--- config.mk ---
export PLATFORM = sky130hd
export DESIGN_NAME = accum_skip_alu
export DESIGN_NICKNAME = d
export VERILOG_FILES = /design/src/rtl/accum_skip_alu_pkg.sv /design/src/rtl/accum_skip_alu_arith.sv /design/src/rtl/accum_skip_alu_bits.sv /design/src/rtl/accum_skip_alu_test.sv /design/src/rtl/accum_skip_alu.sv
export SDC_FILE = /design/constraint.sdc
export NUM_CORES = 1
export LEC_CHECK = 0
export BUFFER_PORTS_ARGS = -buffer_cell sky130_fd_sc_hd__buf_2
export CORE_MARGIN = 2
export CORE_UTILIZATION = 56
export DETAILED_ROUTE_END_ITERATION = 8
export HOLD_SLACK_MARGIN = 0.1
export PLACE_DENSITY = 0.75
export SKIP_CTS_REPAIR_TIMING = 1
export SYNTH_ARGS = -nofsm -noshare
export SYNTH_HDL_FRONTEND = slang
export SYNTH_SLANG_ARGS = --single-unit
--- constraint.sdc ---
create_clock -name clk -period 0.8 [get_ports clk]
set_input_delay 0.04 -clock clk [delete_from_list [all_inputs] [get_ports clk]]
set_output_delay 0.04 -clock clk [all_outputs]
set_load 0.02 [all_outputs]
--- src/rtl/accum_skip_alu_pkg.sv ---
package accum_skip_alu_pkg;
  localparam int DATA_W = 8;
  localparam int OP_W   = 5;
  localparam int NIB_W  = DATA_W / 2;

  localparam logic [OP_W-1:0] OP_ADD  = 5'd0;
  localparam logic [OP_W-1:0] OP_ADC  = 5'd1;
  localparam logic [OP_W-1:0] OP_SUB  = 5'd2;
  localparam logic [OP_W-1:0] OP_SBC  = 5'd3;
  localparam logic [OP_W-1:0] OP_INC  = 5'd4;
  localparam logic [OP_W-1:0] OP_DEC  = 5'd5;
  localparam logic [OP_W-1:0] OP_AND  = 5'd6;
  localparam logic [OP_W-1:0] OP_OR   = 5'd7;
  localparam logic [OP_W-1:0] OP_XOR  = 5'd8;
  localparam logic [OP_W-1:0] OP_RRC  = 5'd9;
  localparam logic [OP_W-1:0] OP_RLC  = 5'd10;
  localparam logic [OP_W-1:0] OP_SWAP = 5'd11;
  localparam logic [OP_W-1:0] OP_DCOR = 5'd12;
  localparam logic [OP_W-1:0] OP_CLR  = 5'd13;
  localparam logic [OP_W-1:0] OP_SETC = 5'd14;
  localparam logic [OP_W-1:0] OP_CLRC = 5'd15;
  localparam logic [OP_W-1:0] OP_TEQ  = 5'd16;
  localparam logic [OP_W-1:0] OP_TNE  = 5'd17;
  localparam logic [OP_W-1:0] OP_TGT  = 5'd18;
  localparam logic [OP_W-1:0] OP_TC   = 5'd19;
  localparam logic [OP_W-1:0] OP_TNC  = 5'd20;

  typedef enum logic [1:0] {
    CLS_NONE  = 2'd0,
    CLS_ARITH = 2'd1,
    CLS_BITS  = 2'd2,
    CLS_TEST  = 2'd3
  } op_class_e;

  function automatic op_class_e classify(input logic [OP_W-1:0] op);
    if (op <= OP_DEC || op == OP_DCOR)  return CLS_ARITH;
    else if (op <= OP_CLRC)             return CLS_BITS;
    else if (op <= OP_TNC)              return CLS_TEST;
    else                                return CLS_NONE;
  endfunction
endpackage

--- src/rtl/accum_skip_alu_arith.sv ---
module accum_skip_alu_arith
  import accum_skip_alu_pkg::*;
(
  input  logic [OP_W-1:0]   op,
  input  logic [DATA_W-1:0] acc,
  input  logic [DATA_W-1:0] opnd,
  input  logic              cin,
  output logic [DATA_W-1:0] res,
  output logic              cout
);
  localparam logic [DATA_W:0] ONE      = {{DATA_W{1'b0}}, 1'b1};
  localparam logic [DATA_W:0] LO_FIX   = 9'h006;
  localparam logic [DATA_W:0] HI_FIX   = 9'h060;
  localparam logic [NIB_W-1:0] BCD_MAX = 4'd9;

  logic [DATA_W:0] acc_x, opnd_x, cin_x, bor_x;
  logic [DATA_W:0] sum, diff, dec_sum;
  logic            lo_big, hi_big;

  always_comb begin
    acc_x  = {1'b0, acc};
    opnd_x = {1'b0, opnd};
    cin_x  = {{DATA_W{1'b0}}, cin};
    bor_x  = {{DATA_W{1'b0}}, ~cin};
    lo_big = acc[NIB_W-1:0] > BCD_MAX;
    hi_big = (acc[DATA_W-1:NIB_W] > BCD_MAX) || cin;
    dec_sum = acc_x + (lo_big ? LO_FIX : '0) + (hi_big ? HI_FIX : '0);
    sum  = '0;
    diff = '0;
    res  = acc;
    cout = cin;
    case (op)
      OP_ADD: begin sum = acc_x + opnd_x;         res = sum[DATA_W-1:0]; cout = sum[DATA_W]; end
      OP_ADC: begin sum = acc_x + opnd_x + cin_x; res = sum[DATA_W-1:0]; cout = sum[DATA_W]; end
      OP_SUB: begin diff = acc_x - opnd_x;         res = diff[DATA_W-1:0]; cout = ~diff[DATA_W]; end
      OP_SBC: begin diff = acc_x - opnd_x - bor_x; res = diff[DATA_W-1:0]; cout = ~diff[DATA_W]; end
      OP_INC: begin sum = acc_x + ONE; res = sum[DATA_W-1:0]; end
      OP_DEC: begin diff = acc_x - ONE; res = diff[DATA_W-1:0]; end
      OP_DCOR: begin res = dec_sum[DATA_W-1:0]; cout = hi_big | dec_sum[DATA_W]; end
      default: ;
    endcase
  end
endmodule

--- src/rtl/accum_skip_alu_bits.sv ---
module accum_skip_alu_bits
  import accum_skip_alu_pkg::*;
(
  input  logic [OP_W-1:0]   op,
  input  logic [DATA_W-1:0] acc,
  input  logic [DATA_W-1:0] opnd,
  input  logic              cin,
  output logic [DATA_W-1:0] res,
  output logic              cout
);
  always_comb begin
    res  = acc;
    cout = cin;
    case (op)
      OP_AND:  res = acc & opnd;
      OP_OR:   res = acc | opnd;
      OP_XOR:  res = acc ^ opnd;
      OP_RRC:  begin res = {cin, acc[DATA_W-1:1]}; cout = acc[0]; end
      OP_RLC:  begin res = {acc[DATA_W-2:0], cin}; cout = acc[DATA_W-1]; end
      OP_SWAP: res = {acc[NIB_W-1:0], acc[DATA_W-1:NIB_W]};
      OP_CLR:  res = '0;
      OP_SETC: cout = 1'b1;
      OP_CLRC: cout = 1'b0;
      default: ;
    endcase
  end
endmodule

--- src/rtl/accum_skip_alu_test.sv ---
module accum_skip_alu_test
  import accum_skip_alu_pkg::*;
(
  input  logic [OP_W-1:0]   op,
  input  logic [DATA_W-1:0] acc,
  input  logic [DATA_W-1:0] opnd,
  input  logic              cin,
  output logic              skip
);
  logic holds;

  always_comb begin
    case (op)
      OP_TEQ:  holds = (acc == opnd);
      OP_TNE:  holds = (acc != opnd);
      OP_TGT:  holds = (acc > opnd);
      OP_TC:   holds = cin;
      OP_TNC:  holds = ~cin;
      default: holds = 1'b1;
    endcase
    skip = ~holds;
  end
endmodule

--- src/rtl/accum_skip_alu.sv ---
module accum_skip_alu
  import accum_skip_alu_pkg::*;
(
  input  logic              clk,
  input  logic              rst_n,
  input  logic              start_i,
  input  logic [OP_W-1:0]   op_i,
  input  logic [DATA_W-1:0] operand_i,
  output logic [DATA_W-1:0] acc_o,
  output logic              carry_o,
  output logic              skip_o
);
  logic [1:0]        rst_pipe;
  logic              rst_sync_n;
  logic [DATA_W-1:0] acc_q, acc_d;
  logic              carry_q, carry_d;
  logic              skip_q, skip_d;
  logic              acc_en;
  logic [DATA_W-1:0] ar_res, bt_res;
  logic              ar_c, bt_c, tst_skip;
  op_class_e         cls;

  // reset: asserted at once, released after two clock edges
  always_ff @(posedge clk or negedge rst_n) begin
    if (!rst_n) rst_pipe <= 2'b00;
    else        rst_pipe <= {rst_pipe[0], 1'b1};
  end
  assign rst_sync_n = rst_pipe[1];

  accum_skip_alu_arith u_arith (
    .op(op_i), .acc(acc_q), .opnd(operand_i), .cin(carry_q),
    .res(ar_res), .cout(ar_c)
  );

  accum_skip_alu_bits u_bits (
    .op(op_i), .acc(acc_q), .opnd(operand_i), .cin(carry_q),
    .res(bt_res), .cout(bt_c)
  );

  accum_skip_alu_test u_test (
    .op(op_i), .acc(acc_q), .opnd(operand_i), .cin(carry_q),
    .skip(tst_skip)
  );

  always_comb begin
    cls     = classify(op_i);
    acc_d   = acc_q;
    carry_d = carry_q;
    skip_d  = 1'b0;
    acc_en  = 1'b0;
    if (start_i) begin
      case (cls)
        CLS_ARITH: begin acc_d = ar_res; carry_d = ar_c; acc_en = 1'b1; end
        CLS_BITS:  begin acc_d = bt_res; carry_d = bt_c; acc_en = 1'b1; end
        CLS_TEST:  skip_d = tst_skip;
        default:   ;
      endcase
    end
  end

  always_ff @(posedge clk or negedge rst_sync_n) begin
    if (!rst_sync_n) begin
      acc_q   <= '0;
      carry_q <= 1'b0;
    end else if (acc_en) begin
      acc_q   <= acc_d;
      carry_q <= carry_d;
    end
  end

  always_ff @(posedge clk or negedge rst_sync_n) begin
    if (!rst_sync_n) skip_q <= 1'b0;
    else             skip_q <= skip_d;
  end

  assign acc_o   = acc_q;
  assign carry_o = carry_q;
  assign skip_o  = skip_q;
endmodule

==> impl_results.md <==
- Outcome: complete, but fails checks
- Failing checks: negative setup slack
- # Max-Cap Violations: 0
- Final Non-Filler Cells: 695
- Hold crit path type: primary input to async pin
- Initial antenna violation count: 0
- CP startpoint kind: register
- Post-synth EDFFs: 0
- # rows: 28
- Switching share of power: 0.4986
- Yosys top cell area share: 0.1483
- Sequential cell area fraction in the yosys report: 0.08895
- Synth Area per Inst: 7.760 sq um
- Final worst slack: -1.935 ns
- CTS tree: yes
- Synth-to-layout area growth: 60.38%
- Die X: 81.64 um
- Compound-gate portion of the synthesized area: 0.3058
- Nets: 680
- Inserted Clock Buffers: 3
- Comb power frac: 0.912
- Post-synth top area cell: ha_1
- Mapped Cells: 435
- I/O pin count: 26
- Initial Util: 0.5736
- Final Hold Fails: 0
- Gpl congestion: 0.9966
- Design Power: 22150 uW
- Fmax achieved: 0.3656 GHz
- Die area: 0.006665 sq mm
- Final period utilization: 3.419
- Lkg Pwr: 0.002455 uW
- Routed vias/inst: 7.001
- ANT cells: 0
- Iteration-0 DRC count of the detailed router: 904
- Worst slew pin tran: 0.5951 ns
- Vias in the first global route: 4098
- Top-count cell post-synth: ha_1
- Pins Over Slew Limit: 0
- Pin count of the biggest net entering global routing: 25
- DRC Markers: 0
- Power Internal: 11110 uW
- Clock Tree Buf Depth: 2
- Clock latency on the worst-skew pair: 0.28 ns
- First-pass GRT wire length: 20580 um
- Simple-gate share of the synthesized area: 0.2413
- Slew headroom: 0.5977
- Clock Power Share: 0.036
- Maximum VDD drop: 0.003539 V
- Synth cell count leaders: ha_1, a21oi_1, nand2_1, nor2_1, inv_1
- Total vias in the final route: 4866
- Core Area: 0.005886 sq mm
- Clk_skew: 0.01667 ns
- Power Density: 4092 mW/mm^2
- Crit Path Category: register to register
- Die height: 81.64 um
- Area after DPL: 0.004821 sq mm
- Fraction of registers with async set/reset: 1.000
- Synth cell types: 76
- Main combinational cell family by area after synthesis: compound AO/OA/AOI/OAI gates
- Mux contribution to synthesized area: 0.06079
- # fillers: 246
- Sink Count: 12
- Clock root cell: clkbuf_8
- Seq pwr share: 0.052
- Design Area, Final: 0.005414 sq mm
- DP Wirelength: 10940 um
- Drt wl/cell: 23.77 um
- Cell area after synthesis: 0.003376 sq mm
- Critical path data arrival time: 2.86 ns
- Number of synthesis warnings: 0
- Routed Wire Length: 16520 um
- Crit path capture type: register
- DR pass1 iterations: 7
- Psw: 11050 uW
- IO Port Bufs: 25
- Total grt overflow: 0
- H-Tree Depth: 1
- Share of cells above drive strength 1: 0.4823
- CTS clk-pin slew, worst paths: 0.08 ns
- Crit path required time: 0.93 ns
- Min cycle time layout: 2.735 ns
- Gr usage total: 0.4155
- Dpl cells: 677
- Area contributors post-synth: ha_1, dfrtp_1, a21oi_1, mux4_2, nand2_1
- RSZ-0062 raised after global routing: true
- Flops & latches, synth: 12
- Final Core Density: 0.9199
- Mapped Nets: 494
- CP max FO: 4
- Synth Flop Type: dfrtp_1
- Synth Area in XOR/XNOR: 0.06783
- Post-DRT Antenna Nets: 0
- Setup TNS: -19.49 ns
- Post-Synth Adder-Cell Area: 0.1660
- Endpoints failing setup: 19
-- worst max-delay path: stages (launching register included) --
cell and delay [ns]:
dfrtp_2 0.46, inv_4 0.08, ha_4 0.13, inv_2 0.04, fa_2 0.37, nor2b_4 0.16
o31a_4 0.38, xnor2_4 0.16, nor3_1 0.21, xnor2_1 0.13, a221oi_1 0.32, a21oi_1 0.15
-- placed cells by master, fill, tap and decap left out, types with 9 or more instances in the layout --
cell,n
a21o_1,9
nor3_1,10
buf_2,16
a21oi_1,29
nor2_1,27
buf_4,163
nand2_1,33
ha_4,10
ha_1,24
nand3_1,13
xnor2_1,13
inv_1,24
o21ai_0,15
buf_6,22
-- final timing paths --
check,endpoint,from,cells after the start,slack [ns]
hold / removal,rst_pipe[1],rst_n,2,0.09
setup reg to reg,acc_o[5],acc_o[0],11,-1.94
hold reg to reg,carry_o,rst_pipe[1],1,0.16
max in group asynchronous,acc_o[4],rst_pipe[1],1,0.42
min in group clk,skip_o,start_i,6,0.23
setup / recovery,acc_o[5],acc_o[0],11,-1.94
-- stage by stage --
| stage | hold slack, ns | worst slack [ns] |
|---|---|---|
| after global placement | -0.1757 | -1.774 |
| final | 0.09093 | -1.935 |
| after floorplan | -0.2556 | -1.936 |
| after detailed placement | -0.1695 | -1.876 |
| after global routing | 0.08887 | -1.988 |
| after CTS | -0.4394 | -1.890 |
-- cell type report --
type | count | area (sq um) | share of cell area
Clock buffer | 4 | 55.05 | 0.01017
Inverter | 31 | 121.4 | 0.02242
Multi-Input combinational cell | 370 | 3256 | 0.6013
Sequential cell | 12 | 306.5 | 0.05662
Tap cell | 75 | 93.84 | 0.01733
Timing Repair Buffer | 203 | 1582 | 0.2921
-- metal layers --
metal	track usage	wire [um]	up-vias
met5	0	0	-
met4	0.2017	1481	0
met3	0.07033	2178	178
met2	0.6869	7187	503
met1	0.5239	5675	2192
li1	-	-	1993
-- power groups by stage --
stage	Combinational (uW)	Clock [uW]	Sequential [uW]
floorplan	8610	0	1620
global route	20900	814	1200
finish	20200	795	1150
detailed placement	16100	0	1090
global placement	15700	0	1080
CTS	16200	752	1080
-- logic make-up after synthesis --
kind of cell               count (synthesis)
AOI/OAI and AO/OA                        142
DFF                                       12
and+or+nand+nor                          149
muxes                                     11
xor gates and xnor gates                  24
other                                      1
buffers and inverters                     53
adders and majority gates                 43
-- state kept, by name, summed over array words and instances (netlist names) --
name / cells
rst_pipe: 2
carry_o: 1
acc_o: 8
skip_o: 1
Power figures use the tool's default switching activity.
